===== config.mk =====
export PLATFORM = sky130hd
export DESIGN_NAME = bitslip_deser
export DESIGN_NICKNAME = d
export VERILOG_FILES = /design/src/rtl/bitslip_pkg.sv /design/src/rtl/bitslip_delay.sv /design/src/rtl/bitslip_shift.sv /design/src/rtl/bitslip_ctrl.sv /design/src/rtl/bitslip_deser.sv
export SDC_FILE = /design/constraint.sdc
export NUM_CORES = 1
export LEC_CHECK = 0
export ABC_AREA = 0
export BUFFER_PORTS_ARGS = -buffer_cell sky130_fd_sc_hd__buf_2
export CAP_MARGIN = 5
export CORE_AREA = 2 2 58 60
export DETAILED_ROUTE_END_ITERATION = 10
export DIE_AREA = 0 0 60 62
export GPL_TIMING_DRIVEN = 1
export PLACE_DENSITY_LB_ADDON = 0.1
export SLEW_MARGIN = 20
export SYNTH_ARGS = -nofsm -noshare
export SYNTH_HDL_FRONTEND = slang
export SYNTH_SLANG_ARGS = --single-unit
export TNS_END_PERCENT = 50

===== constraint.sdc =====
create_clock -name clk -period 4.4 [get_ports clk]
set_input_delay 0.44 -clock clk [delete_from_list [all_inputs] [get_ports clk]]
set_output_delay 0.44 -clock clk [all_outputs]
set_load 0.01 [all_outputs]

===== src/rtl/bitslip_pkg.sv =====
package bitslip_pkg;

    localparam int MAX_W    = 10;
    localparam int MIN_W    = 4;
    localparam int MAX_ROLL = 11;
    localparam int WW       = $clog2(MAX_W + 1);
    localparam int CW       = $clog2(MAX_ROLL + 1);

    typedef logic [MAX_W-1:0] word_t;
    typedef logic [WW-1:0]    width_t;
    typedef logic [CW-1:0]    cnt_t;

    // State published by the slip controller at each word boundary.
    typedef struct packed {
        cnt_t delay;
        logic valid;
        logic roll;
    } slip_state_t;

    function automatic width_t clamp_width(width_t w);
        if (w < width_t'(MIN_W)) return width_t'(MIN_W);
        if (w > width_t'(MAX_W)) return width_t'(MAX_W);
        return w;
    endfunction

    function automatic cnt_t clamp_roll(cnt_t r);
        if (r == '0) return cnt_t'(1);
        if (r > cnt_t'(MAX_ROLL)) return cnt_t'(MAX_ROLL);
        return r;
    endfunction

endpackage


===== src/rtl/bitslip_delay.sv =====
module bitslip_delay
    import bitslip_pkg::*;
#(
    parameter int DEPTH = MAX_ROLL
) (
    input  logic clk,
    input  logic rst,
    input  logic ser_in,
    input  cnt_t delay,
    output logic dly_bit
);
    localparam int HW = DEPTH - 1;

    logic [HW-1:0]    hist;
    logic [DEPTH-1:0] taps;

    // tap 0 is the live bit, tap i is the bit from i cycles ago
    assign taps    = {hist, ser_in};
    assign dly_bit = taps[delay];

    always_ff @(posedge clk) begin
        if (rst) hist <= '0;
        else     hist <= taps[HW-1:0];
    end

    p_tap_range_r5: assert property (@(posedge clk) disable iff (rst)
        int'(delay) < DEPTH);

endmodule


===== src/rtl/bitslip_shift.sv =====
module bitslip_shift
    import bitslip_pkg::*;
#(
    parameter int WMAX = MAX_W
) (
    input  logic   clk,
    input  logic   rst,
    input  logic   dly_bit,
    input  width_t width,
    output logic   tick,
    output word_t  word_q,
    output logic   tick_q
);
    logic [WMAX-2:0] sh;
    width_t          phase;
    word_t           mask;
    word_t           word_next;

    generate
        for (genvar i = 0; i < WMAX; i++) begin : g_mask
            assign mask[i] = (i < int'(width));
        end
    endgenerate

    assign tick      = (phase >= width - width_t'(1));
    assign word_next = {sh, dly_bit} & mask;

    always_ff @(posedge clk) begin
        if (rst) begin
            phase  <= '0;
            sh     <= '0;
            word_q <= '0;
            tick_q <= 1'b0;
        end else begin
            sh     <= word_next[WMAX-2:0];
            phase  <= tick ? '0 : phase + width_t'(1);
            tick_q <= tick;
            if (tick) word_q <= word_next;
        end
    end

    p_tick_gap_r1: assert property (@(posedge clk) disable iff (rst)
        tick |=> !tick);
    p_phase_range_r8: assert property (@(posedge clk) disable iff (rst)
        phase < width);

endmodule


===== src/rtl/bitslip_ctrl.sv =====
module bitslip_ctrl
    import bitslip_pkg::*;
(
    input  logic        clk,
    input  logic        rst,
    input  logic        tick,
    input  logic        slip_req,
    input  cnt_t        roll_pt,
    output slip_state_t st
);
    logic slip_q;
    logic settle;
    logic rise;
    cnt_t cnt_inc;

    assign rise    = slip_req & ~slip_q;
    assign cnt_inc = st.delay + cnt_t'(1);

    always_ff @(posedge clk) begin
        if (rst) begin
            slip_q <= 1'b0;
            settle <= 1'b0;
            st     <= '0;
        end else if (tick) begin
            slip_q   <= slip_req;
            settle   <= rise;
            st.valid <= ~settle;
            st.roll  <= rise && (cnt_inc == roll_pt);
            if (rise) st.delay <= (cnt_inc == roll_pt) ? '0 : cnt_inc;
        end
    end

    p_cnt_range_r5: assert property (@(posedge clk) disable iff (rst)
        st.delay < roll_pt);
    p_slip_step_r3: assert property (@(posedge clk) disable iff (rst)
        (st.delay != $past(st.delay)) |-> (st.delay == $past(st.delay) + cnt_t'(1) || st.delay == '0));
    p_roll_wrap_r5: assert property (@(posedge clk) disable iff (rst)
        $rose(st.roll) |-> (st.delay == '0));
    p_hold_between_r4: assert property (@(posedge clk) disable iff (rst)
        !tick |=> $stable(st));

endmodule


===== src/rtl/bitslip_deser.sv =====
module bitslip_deser
    import bitslip_pkg::*;
(
    input  logic          clk,
    input  logic          rst,
    input  logic          ser_in,
    input  logic          slip_req,
    input  logic [WW-1:0] cfg_width,
    input  logic [CW-1:0] cfg_roll,
    output logic [MAX_W-1:0] par_word,
    output logic          par_tick,
    output logic          par_valid,
    output logic          roll_flag
);
    width_t      width_eff;
    cnt_t        roll_eff;
    logic        dly_bit;
    logic        tick;
    slip_state_t st;

    assign width_eff = clamp_width(cfg_width);
    assign roll_eff  = clamp_roll(cfg_roll);

    bitslip_delay #(.DEPTH(MAX_ROLL)) u_delay (
        .clk     (clk),
        .rst     (rst),
        .ser_in  (ser_in),
        .delay   (st.delay),
        .dly_bit (dly_bit)
    );

    bitslip_shift #(.WMAX(MAX_W)) u_shift (
        .clk     (clk),
        .rst     (rst),
        .dly_bit (dly_bit),
        .width   (width_eff),
        .tick    (tick),
        .word_q  (par_word),
        .tick_q  (par_tick)
    );

    bitslip_ctrl u_ctrl (
        .clk      (clk),
        .rst      (rst),
        .tick     (tick),
        .slip_req (slip_req),
        .roll_pt  (roll_eff),
        .st       (st)
    );

    assign par_valid = st.valid;
    assign roll_flag = st.roll;

    p_reset_clear_r7: assert property (@(posedge clk)
        rst |=> (par_word == '0 && !par_valid && !roll_flag && !par_tick));

endmodule


==> impl_results.md, run 1 <==
* Distinct cells, synth at 33
* Root Buffer: clkbuf_4
* Core Area at between 3000 and 4000 sq um
* Final wirelength at ~3000 um
* WL per Instance at ~12 um
* Worst-path clk slew at roughly 0.11 ns
* DIE AREA at 3720 sq um
* Syn Nets at between 200 and 250
* Worst Setup Start Kind: input port
* Post-synth top area cell: dfxtp_1
* Sum Neg Setup Slack at 0 ns
* Resized Gates After CTS at 0
* Worst Setup SP: cfg_width[2]
* Switching part of the total at 26.06%
* Final Hold Fails at 0
* Initial Utilization at 54.35%
* Cell Int Power at roughly 0.55 mW
* Logic gate share of total power at between 10 and 15%
* Number of setup buffers added after CTS at 0
* ANT nets after route at 0
* Htree depth at 2
* PortBufs at 24
* Syn_area_per_cell at 9.391 sq um
* Worst rel slew slack at between 50% and 60%
* Clock sink count at 42
* Top Ports at 25
* Setup Skew at 0.006700 ns
* CP Data Required Time at between 4 and 5 ns
* Number of synthesized flops with an enable pin at 0
* Hold_buf cts at 0
* Sw Pwr at around 0.19 mW
* Synth Area in Simple Gates at a little under a quarter
* Synth top area cells: dfxtp_1 (49%), ha_1 (5.8%), a21oi_1 (5.2%)
* CP Capture Type: flop
* Slew @ Worst Pin at slightly above 0.7 ns
* Max Cap Violations at 0
* Initial DRT Pass Iterations at 4
* Nets at around 230
* Crit share post-route at between 60 and 70%
* CTS buffer count at 5
* RSZ-0062 raised after global routing: false
* Complex-gate fraction of the synthesized area at a little under an eighth
* Cells after synthesis at 184
* WP data arrival at 3.03 ns
* Synthesized flop and latch total at 42
* Synth Cell Area at 1728 sq um
* Top cell type's share of synthesized area at slightly below 50%
* Reg-to-reg startpoint: u_shift.phase[0]
* Power per cell area at between 300 and 400 nW/um^2
* Mux cell area share after synthesis at between 4 and 5%
* Site row count at 21
* Async S/R FF share, synth at 0%
* Via density at between 5 and 6
* Main combinational cell family by area after synthesis: simple AND/OR/NAND/NOR gates
* Crit path time final at approximately 2.8 ns
* Final Max Tran Viols at 0
* HP Start: ser_in
* Lkg Pwr at between 0.7 and 0.8 nW
* Die height at 62 um
* GPL Wtd Cong at around 0.74
* DR iter-0 viols at 40
* Final setup violation count at 0
* Crit Path Class: in2reg
* N_diodes at 0
* Clock buffer depth at 2
* Synth Area in XOR/XNOR at 3.548%
* Sequential power share at between 50% and 60%
* # fillers at 291
* DIE WIDTH at ~60 um
* Worst hold path class: in2reg
* Max VDD drop at 178.9 uV
* Share of cells above drive strength 1 at between 10% and 20%
* Vias in the first global route at 1179
* Largest net degree at the start of global routing at between 40 and 50
* Worst skew pair latency at ~0.34 ns
* Worst setup margin at around 1.6 ns
* Fmax at between 300 and 400 MHz
* Area Overhead vs Synth at 13.11%
* Via Count at about 1300
* Worst slack, placed at roughly 1.3 ns
* Synth Area in Adders at slightly below 6%
* Commonest non-fill, non-tap cells in the layout: dfxtp_1 (42), buf_2 (24), nand2_1 (19)
* Register area share after synthesis at between 40% and 50%
* Status: finished clean
* Synth Warn # at 0
* Most common cell after layout, fill and taps aside: dfxtp_1
* DRC violations left at 0
* Crit path max fanout at 18
* Final HPWL DP at 2186 um
* Grt total ovfl at 0
* Global-route usage over all layers at a little under a fifth
* Global-route wire length before repair at just under 5000 um
* Initial antenna violation count at 0
* Clock power share at ~30%
* Prevailing post-synth register cell: dfxtp_1
* CTS tree: built
## worst paths after layout
path	endpoint	slack [ns]	depth (start not counted)
setup / recovery	u_ctrl.st[4]	1.64	12
hold / removal	u_delay.hist[0]	0.33	2
setup reg to reg	u_ctrl.st[4]	2.18	8
hold reg to reg	u_ctrl.st[1]	0.43	1
## worst max-delay path: stages
cell and delay (ns):
buf_2 0.12, nor2_1 0.17, mux2i_1 0.10, nand2b_1 0.19, ha_1 0.24, xor2_1 0.16, ha_1 0.27, nand2_1 0.06
o21a_1 0.40, nor3b_1 0.52, nand4b_1 0.17, a31oi_1 0.18
## power by group through the flow
stage                     registers, mW  clock network (mW)  logic [mW]
final                             0.413               0.223       0.110
after global routing              0.416               0.252       0.126
after CTS                         0.413               0.234       0.113
after detailed placement          0.422                   0       0.113
after global placement            0.421                   0       0.108
after floorplan                   0.419                   0      0.0818
## flip-flops by register name, indices dropped and copies added, names as in the netlist
register,flops
u_delay.hist,10
u_shift.phase,4
u_ctrl.settle,1
u_shift.tick_q,1
u_ctrl.slip_q,1
u_shift.word_q,10
u_ctrl.st,6
u_shift.sh,9
## cells in the mapped netlist, types with 2 or more instances
cell	instances
a21oi_1	18
a31oi_1	2
buf_2	3
clkbuf_1	6
dfxtp_1	42
ha_1	8
inv_1	4
mux2i_1	2
mux4_2	2
nand2_1	19
nand2b_1	3
nand3_1	7
nand3b_1	6
nor2_1	15
nor2b_1	14
nor3_1	5
nor3b_1	3
o21ai_0	3
o21ai_1	2
o31ai_1	2
xnor2_1	2
xor2_1	5
## metal layers
| metal | routed length, um | GRT usage (%) | vias to the layer above | share of wire [%] |
|---|---|---|---|---|
| met1 | 1359 | 20.86 | 596 | 45 |
| met5 | 0 | 0 | - | 0 |
| met4 | 43 | 7.619 | 0 | 1.4 |
| li1 | - | - | 676 | - |
| met3 | 106 | 5.590 | 5 | 3.5 |
| met2 | 1524 | 31.83 | 24 | 50 |
## kinds of logic (layout without fill, tap and decap cells)
kind of cell,count (synthesis),in the layout
simple gates,76,76
buf+inv,13,37
mux,5,5
xor+xnor,7,7
flops,42,42
compound gates,33,33
fa+ha+maj,8,8
## metrics by stage
step | instances | total power, mW | utilization (%) | hold slack, ns | instance area [sq um]
detailed placement | 246 | 0.5346 | 58.99 | 0.4277 | 1876
global placement | 246 | 0.5288 | 58.99 | 0.4216 | 1876
global route | 254 | 0.7945 | 61.47 | 0.3318 | 1954
floorplan | 184 | 0.5010 | - | 0.4131 | 1728
CTS | 254 | 0.7601 | 61.47 | 0.3141 | 1954
finish | 254 | 0.7462 | 61.47 | 0.3291 | 1954
## layout make-up
cell class / instances / area [sq um] / area share, %
clock buffers: 8 / 78.83 / 4.033
well taps: 46 / 57.56 / 2.945
flip-flops and latches: 42 / 840.8 / 43.02
repair buffers: 25 / 127.6 / 6.530
multi-input cells: 129 / 834.6 / 42.70
inverters: 4 / 15.01 / 0.7682
Power figures use the tool's default switching activity.
==> run 2, diff against run 1 <==
CORE_AREA = 2 2 60 62   (was 2 2 58 60)
DIE_AREA = 0 0 62 64   (was 0 0 60 62)
clock period = 2.7 ns   (was 4.4 ns; I/O delays follow)
==> impl_results.md, run 2 (same netlist as run 1, synthesis figures left out) <==
* CP Data Required Time at roughly 3.0 ns
* WP data arrival at ~2.6 ns
* Worst rel slew slack at ~52%
* CTS buffer count at 5
* Crit share post-route at between 80 and 90%
* Via density at 5.293
* Largest regs: u_delay.hist: 10 flops, u_shift.word_q: 10 flops, u_shift.sh: 9 flops
* Clock power share at a little under a third
* CP Capture Type: flop
* Fmax at approximately 440 MHz
* Sum Neg Setup Slack at 0 ns
* Share of cells above drive strength 1 at 19.05%
* R2R setup slack at 0.60 ns
* Global-route usage over all layers at between 10% and 20%
* Commonest non-fill, non-tap cells in the layout: dfxtp_1 (42), buf_2 (24), nand2_1 (19)
* Final HPWL DP at between 2000 and 2500 um
* DRC violations left at 0
* Reg-to-reg startpoint: u_ctrl.st[3]
* Worst Setup Start Kind: input port
* CTS tree: built
* Multi-input logic area at roughly 830 sq um
* Crit path time final at 2.282 ns
* Logic gate share of total power at between 10% and 20%
* Hold Path Sink: u_delay.hist[0]
* Resized Gates After CTS at 0
* Final wirelength at around 3200 um
* Worst skew pair latency at 0.35 ns
* N_diodes at 0
* Cell depth of the worst flop-to-flop path at 7
* Crit path max fanout at 4
* Sw Pwr at about 0.33 mW
* Vias in the first global route at ~1300
* Final Hold Fails at 0
* Global-route wire length before repair at between 5000 and 6000 um
* Sequential power share at a little over half
* Power per cell area at roughly 630 nW/um^2
* Max Cap Violations at 0
* RSZ-0062 raised after global routing: false
* ANT nets after route at 0
* Htree depth at 2
* DR WL met3 at ~130 um
* Initial antenna violation count at 0
* Largest net degree at the start of global routing at 43
* Most common cell after layout, fill and taps aside: dfxtp_1
* Clock buffer depth at 2
* Via Count at between 1000 and 1500
* Switching part of the total at between 20% and 30%
* Cell Int Power at a little over 0.9 mW
* DR WL met2 at around 1700 um
* Core Area at 3284 sq um
* Grt total ovfl at 0
* Site row count at 21
* DIE WIDTH at between 60 and 70 um
* # fillers at ~290
* Worst-path clk slew at between 0.1 and 0.15 ns
* Final Max Tran Viols at 0
* WL per Instance at about 12 um
* HP Start: ser_in
* Initial Utilization at 52.61%
* Slew @ Worst Pin at 0.7144 ns
* Metal-1 WL at about 1300 um
* Top Metal Used: met4
* Worst hold path class: in2reg
* GPL Wtd Cong at around 0.81
* Nets at about 230
* Setup Skew at roughly 0.0053 ns
* PortBufs at 24
* Hold_buf cts at 0
* Top Ports at 25
* DIE AREA at around 4000 sq um
* Max VDD drop at about 340 uV
* Final setup violation count at 0
* Status: finished clean
* Min Hold Slack at between 0.1 and 0.15 ns
* Root Buffer: clkbuf_4
* Lkg Pwr at 0.8016 nW
* Initial DRT Pass Iterations at 4
* RR Endpoint: u_ctrl.st[4]
* Area Overhead vs Synth at 13.90%
* Die height at approximately 64 um
* Crit Path Class: in2reg
* Hold depth at 2
* Clock sink count at 42
* Register area at about 840 sq um
* DR iter-0 viols at 71
* Number of setup buffers added after CTS at 0
==> run 2: worst max path at each step <==
stage | from | to | cells after the start
6_report | cfg_width[2] | u_ctrl.st[4] | 12
5_1_grt | cfg_width[2] | u_ctrl.st[4] | 12
4_1_cts | cfg_width[2] | u_ctrl.st[4] | 12
3_5_place_dp | cfg_width[2] | u_ctrl.st[4] | 12
3_3_place_gp | cfg_width[2] | u_ctrl.st[4] | 12
2_1_floorplan | cfg_width[3] | u_ctrl.st[4] | 13
==> run 2: cell type report <==
type / instances / share of cell area (%)
flip-flops and latches: 42 / 42.72
clock inverters: 3 / 2.034
repair buffers: 27 / 7.247
inverters: 4 / 0.7629
well taps: 46 / 2.924
multi-input cells: 129 / 42.40
clock buffers: 5 / 1.907
==> run 2: power by group through the flow <==
stage	Combinational [mW]	Clock, mW	Sequential, mW
after floorplan	0.133	0	0.683
after global placement	0.190	0	0.680
after detailed placement	0.195	0	0.682
after CTS	0.198	0.398	0.668
after global routing	0.221	0.427	0.673
final	0.194	0.386	0.667
==> run 2: metal layers <==
layer,vias up,track usage [%]
met4,0,6.383
met5,-,0
li1,687,-
met2,32,32.29
met3,7,6.073
met1,629,19.90
==> run 2: through the flow <==
step	power [mW]	area, sq um	std cells	util, %	worst slack [ns]
floorplan	0.8165	1728	184	-	0.2136
global placement	0.8705	1891	248	57.56	0.2129
detailed placement	0.8771	1891	248	57.56	0.05506
CTS	1.263	1968	256	59.92	0.4220
global route	1.321	1968	256	59.92	0.2700
finish	1.247	1968	256	59.92	0.4177
==> run 2: worst max-delay path, stage by stage <==
cell and delay, ns:
buf_2 0.12, nor2_1 0.18, mux2i_1 0.09, nand2b_1 0.19
ha_1 0.24, xor2_1 0.15, ha_1 0.28, nand2_1 0.06
o21a_1 0.20, nor3b_1 0.42, nand4b_1 0.17, a31oi_1 0.18
